===== src/rtl/alu_lut_pkg.sv =====
package alu_lut_pkg;

  // Strobes handed from the control decoder to the datapath.
  typedef struct packed {
    logic loadResult;
    logic loadFlags;
    logic loadUpper;
    logic divOp;
  } aluStrobes_t;

endpackage


===== src/rtl/alu_lut_ctrl.sv =====
module alu_lut_ctrl
  import alu_lut_pkg::*;
#(
  parameter int OP_W = 5,
  localparam int NUM_OPS = 1 << OP_W,
  parameter logic [NUM_OPS-1:0] DIV_MASK = NUM_OPS'(32'h0000_00C0)
) (
  input  logic            issue,
  input  logic            tableBusy,
  input  logic            routeUpper,
  input  logic [OP_W-1:0] opCode,
  output aluStrobes_t     strobes
);

  logic [NUM_OPS-1:0] opHot;
  logic               accept;

  // One-hot decode of the operation code, masked per code.
  for (genvar k = 0; k < NUM_OPS; k++) begin : g_decode
    assign opHot[k] = (opCode == OP_W'(k)) && DIV_MASK[k];
  end

  assign accept = issue && !tableBusy;

  always_comb begin
    strobes.loadResult = accept;
    strobes.loadFlags  = accept && !routeUpper;
    strobes.loadUpper  = accept && routeUpper;
    strobes.divOp      = |opHot;
  end

endmodule


===== src/rtl/alu_lut_dp.sv =====
module alu_lut_dp
  import alu_lut_pkg::*;
#(
  parameter int OPND_W = 8,
  parameter int OP_W = 5,
  localparam int WORD_W = 2 * OPND_W,
  localparam int ADDR_W = OP_W + WORD_W
) (
  input  logic              clk,
  input  logic              rstN,
  input  aluStrobes_t       strobes,
  input  logic [OPND_W-1:0] opA,
  input  logic [OPND_W-1:0] opB,
  input  logic [OP_W-1:0]   opCode,
  output logic [ADDR_W-1:0] tblAddr,
  input  logic [WORD_W-1:0] tblData,
  output logic [OPND_W-1:0] resultQ,
  output logic [OPND_W-1:0] flagsQ,
  output logic [OPND_W-1:0] upperQ,
  output logic              divExcQ,
  output logic              validQ
);

  logic [OPND_W-1:0] loByte;
  logic [OPND_W-1:0] hiByte;

  assign tblAddr = {opCode, opA, opB};
  assign loByte  = tblData[OPND_W-1:0];
  assign hiByte  = tblData[WORD_W-1:OPND_W];

  always_ff @(posedge clk or negedge rstN) begin
    if (!rstN) begin
      resultQ <= '0;
      divExcQ <= 1'b0;
      validQ  <= 1'b0;
    end else begin
      validQ <= strobes.loadResult;
      if (strobes.loadResult) begin
        resultQ <= loByte;
        divExcQ <= strobes.divOp && tblData[WORD_W-1];
      end
    end
  end

  always_ff @(posedge clk or negedge rstN) begin
    if (!rstN) flagsQ <= '0;
    else if (strobes.loadFlags) flagsQ <= hiByte;
  end

  always_ff @(posedge clk or negedge rstN) begin
    if (!rstN) upperQ <= '0;
    else if (strobes.loadUpper) upperQ <= hiByte;
  end

  assert_upper_hold_R3: assert property (@(posedge clk) disable iff (!rstN)
    strobes.loadFlags |=> $stable(upperQ));

  assert_flags_hold_R4: assert property (@(posedge clk) disable iff (!rstN)
    strobes.loadUpper |=> $stable(flagsQ));

  assert_divexc_clear_R6: assert property (@(posedge clk) disable iff (!rstN)
    (strobes.loadResult && !strobes.divOp) |=> !divExcQ);

  assert_idle_hold_R8: assert property (@(posedge clk) disable iff (!rstN)
    !strobes.loadResult |=> ($stable(resultQ) && $stable(divExcQ) && !validQ));

endmodule


===== src/rtl/alu_lut_unit.sv =====
module alu_lut_unit
  import alu_lut_pkg::*;
#(
  parameter int OPND_W = 8,
  parameter int OP_W = 5,
  localparam int WORD_W = 2 * OPND_W,
  localparam int ADDR_W = OP_W + WORD_W,
  localparam int NUM_OPS = 1 << OP_W,
  parameter logic [NUM_OPS-1:0] DIV_MASK = NUM_OPS'(32'h0000_00C0)
) (
  input  logic              clk,
  input  logic              rstN,
  input  logic              issue,
  input  logic [OPND_W-1:0] opA,
  input  logic [OPND_W-1:0] opB,
  input  logic [OP_W-1:0]   opCode,
  input  logic              routeUpper,
  input  logic              tableBusy,
  output logic [ADDR_W-1:0] tblAddr,
  input  logic [WORD_W-1:0] tblData,
  output logic [OPND_W-1:0] result,
  output logic [OPND_W-1:0] flags,
  output logic [OPND_W-1:0] upperAcc,
  output logic              divExc,
  output logic              valid
);

  aluStrobes_t strobes;

  alu_lut_ctrl #(.OP_W(OP_W), .DIV_MASK(DIV_MASK)) u_ctrl (
    .issue     (issue),
    .tableBusy (tableBusy),
    .routeUpper(routeUpper),
    .opCode    (opCode),
    .strobes   (strobes)
  );

  alu_lut_dp #(.OPND_W(OPND_W), .OP_W(OP_W)) u_dp (
    .clk     (clk),
    .rstN    (rstN),
    .strobes (strobes),
    .opA     (opA),
    .opB     (opB),
    .opCode  (opCode),
    .tblAddr (tblAddr),
    .tblData (tblData),
    .resultQ (result),
    .flagsQ  (flags),
    .upperQ  (upperAcc),
    .divExcQ (divExc),
    .validQ  (valid)
  );

  assert_busy_no_valid_R7: assert property (@(posedge clk) disable iff (!rstN)
    tableBusy |=> !valid);

  assert_busy_hold_R7: assert property (@(posedge clk) disable iff (!rstN)
    tableBusy |=> ($stable(result) && $stable(flags) && $stable(upperAcc) && $stable(divExc)));

  assert_capture_R2: assert property (@(posedge clk) disable iff (!rstN)
    (issue && !tableBusy) |=> (valid && result == $past(tblData[OPND_W-1:0])));

endmodule


===== config.mk =====
export PLATFORM = sky130hd
export DESIGN_NAME = alu_lut_unit
export DESIGN_NICKNAME = d
export VERILOG_FILES = /design/src/rtl/alu_lut_pkg.sv /design/src/rtl/alu_lut_ctrl.sv /design/src/rtl/alu_lut_dp.sv /design/src/rtl/alu_lut_unit.sv
export SDC_FILE = /design/constraint.sdc
export NUM_CORES = 1
export LEC_CHECK = 0
export BUFFER_PORTS_ARGS = -buffer_cell sky130_fd_sc_hd__buf_2
export CAP_MARGIN = 10
export CORE_ASPECT_RATIO = 0.8
export CORE_UTILIZATION = 35
export CTS_BUF_LIST = sky130_fd_sc_hd__clkbuf_16
export CTS_CLUSTER_DIAMETER = 50
export DETAILED_ROUTE_END_ITERATION = 8
export GPL_TIMING_DRIVEN = 0
export PLACE_DENSITY = 0.72
export SLEW_MARGIN = 40
export SYNTH_ARGS = -nofsm -noshare
export SYNTH_HDL_FRONTEND = slang
export SYNTH_SLANG_ARGS = --single-unit

===== constraint.sdc =====
create_clock -name clk -period 0.9 [get_ports clk]
set_input_delay 0.045 -clock clk [delete_from_list [all_inputs] [get_ports clk]]
set_output_delay 0.045 -clock clk [all_outputs]
set_load 0.01 [all_outputs]

==> run summary <==
Placed Area: 0.00156 mm2
post-cts gate resize count: 0
Worst Setup SP: routeUpper
Vert. Die Dim: 53.3 um
Hold WS: 0.0194 ns
min Tclk post-route: 0.854 ns
Post-synth EDFFs: 0
hpwl dp: 1730 um
Critical Path, Cell by Cell: buf_2 -> nor3b_4 -> mux2_2
Critical Path Max Stage Delay: 0.42 ns
WP data required: 1.04 ns
DR pass1 iterations: 4
syn nets: 121
DR WL met2: 1160 um
Worst EP arrival: 0.99 ns
Worst Reg2Reg Path Length in Cells: 1
Crit. End Element: flip-flop
Max Freq: 1170 MHz
Post-synth top cells: dfrtp_1, mux2_2, buf_4
area share of the leading cell type in the synthesized netlist: 56.5%
gr usage total: 12.6%
Mapped Avg Cell Area: 14.6 um2
DR WL/cell: 11.3 um
sequential fraction of the synthesis area: 56.5%
flop and latch count out of synthesis: 26
Post-synth ARST share: 100%
mapped cell area: 0.00115 mm2
Hold Path Class: in2reg
vias per cell: 4.43
gr ovfl total: 0
total number of vias: 863
vias in the first global route: 786
fin nets: 198
total number of yosys warnings: 0
hold wc startpoint: tblData[4]
initial antenna violation count: 0
setup TNS: 0 ns
Critical Path Fanout Max: 8
Pleak: 0.000858 uW
final hold violations: 0
first-pass GRT wire length: 3300 um
worst-margin pin slew: 0.573 ns
layout cells sized above 1: 79.4%
Switching Power: 775 uW
Setup Buffers After CTS: 0
worst r2r src: u_dp.flagsQ[5]$_DFFE_PN0P_
htree depth: 1
Cell Count, Final, Fillers Out: 195
max_cap viols: 0
Rows: 18
Routed WL: 2200 um
Clk network pwr share: 30.1%
die width: 66.1 um
Clock Sinks: 26
Synth cell types: 11
Crit-path slowest cell: nor3b_4
CTS buffer count: 3
DRC viols: 0
Core Area: 0.00311 mm2
fin util: 52.9%
RePlAce Congestion: 0.555
Max Used Layer: met4
Final setup viols: 0
Worst VDD drop: 1.21 mV
combinational power share: 23.8%
pwr dens: 1910 mW/mm2
post-route ant nets: 0
Rel. slew slack: 61.8%
RSZ-0062 raised after global routing: false
setup skew after layout: 0 ns
Metal-1 WL: 796 um
Hold Path Depth: 2
count leader, synth: dfrtp_1
switch share: 24.6%
Max clock buf depth: 2
sequential power share: 46.1%
status: finished clean
Primary FF master, synth: dfrtp_1
root buf cell: clkbuf_16
Initial Util: 37.0%
largest area contributor in the netlist: dfrtp_1
Pint: 2370 uW
n_diodes: 0
clk slew on worst S/H paths: 0.06 ns
Synth area leaders: dfrtp_1, mux2_2, buf_4, nor3b_4, nand3b_2
WL met3: 220 um
period utilisation layout: 94.9%
Port-buffer cells: 71
Area Growth Syn to Fin: 42.9%
placed cell count: 190
worst skew pair latency: 0.25 ns
die area: 0.00352 mm2
crit path kind: in2reg
max-slew violation count: 0
largest net degree at the start of global routing: 27
Synth Instances: 79
CTS tree: built
Final Instance Area: 0.00165 mm2
type of origin of the critical path: input pin
Detailed Route Iter0 Violations: 11
# IOs: 89
==> what timing repair did <==
| item | CTS | global route |
|---|---|---|
| hold buffers | 1 | 0 |
| setup endpoints to repair | 0 | 0 |
| hold endpoints to repair | 26 | 0 |
==> critical path, delay by kind of cell <==
kind,cells,cell delay (ns)
buffers and inverters,1,0.13
muxes,1,0.39
and+or+nand+nor,1,0.42
==> through the flow <==
step / setup WS (ns) / power, uW
finish: 0.0460 / 3150
global route: 0.00398 / 3350
CTS: 0.0284 / 3210
detailed placement: -0.243 / 2230
global placement: -0.224 / 2200
floorplan: 0.0323 / 1870
==> metal layers <==
metal	global-route usage (%)	up-vias
met3	3.88	2
met2	25.7	58
li1	-	402
met1	12.7	401
met5	0	-
met4	2.13	0
==> worst paths after layout <==
| kind | endpoint | slack [ns] |
|---|---|---|
| worst max-delay path | u_dp.flagsQ[5]$_DFFE_PN0P_ | 0.05 |
| worst min-delay path | u_dp.resultQ[4]$_DFFE_PN0P_ | 0.02 |
| worst max register to register | u_dp.flagsQ[5]$_DFFE_PN0P_ | 0.13 |
| worst min register to register | u_dp.upperQ[0]$_DFFE_PN0P_ | 0.50 |
| max in group asynchronous | u_dp.resultQ[0]$_DFFE_PN0P_ | 0.16 |
| min in group asynchronous | u_dp.flagsQ[0]$_DFFE_PN0P_ | 0.35 |
==> power by group through the flow <==
stage	Clock [uW]	Sequential (uW)	Combinational, uW
floorplan	0	1570	301
global placement	0	1460	740
detailed placement	0	1470	758
CTS	995	1450	764
global route	1050	1480	820
finish	948	1450	749
==> cells in the final DEF, fill, tap and decap left out <==
cell,n
nor3b_4,1
nor2b_2,1
inv_1,1
o22ai_1,1
dlygate4sd3_1,1
clkbuf_16,3
nand3b_1,1
nand3b_2,1
mux2_2,24
buf_4,21
buf_2,72
clkinv_1,1
dfrtp_1,26
nand4bb_1,1
==> cell type report <==
| cell class | count | area [um2] |
|---|---|---|
| plain buffers | 22 | 163 |
| clock buffers | 3 | 75.1 |
| clock inverters | 1 | 3.75 |
| fillers | 289 | 1460 |
| inverters | 1 | 3.75 |
| multi-input cells | 30 | 334 |
| flip-flops and latches | 26 | 651 |
| well taps | 40 | 50.0 |
| repair buffers | 72 | 365 |
==> state kept, by name (all words and copies together), names as in the netlist <==
register      flops
u_dp.validQ       1
u_dp.divExcQ      1
u_dp.resultQ      8
u_dp.upperQ       8
u_dp.flagsQ       8
==> logic make-up (layout without fill, tap and decap cells) <==
group                  count (synthesis)  after routing  share of synthesized area, %
flip-flops                            26             26                          56.5
AND/OR/NAND/NOR                        5              5                          5.00
AO/OA/AOI/OAI                          1              1                         0.544
multiplexers                          24             24                          23.5
buffers and inverters                 23             99                          14.5
(Power assumes the default switching activity.)
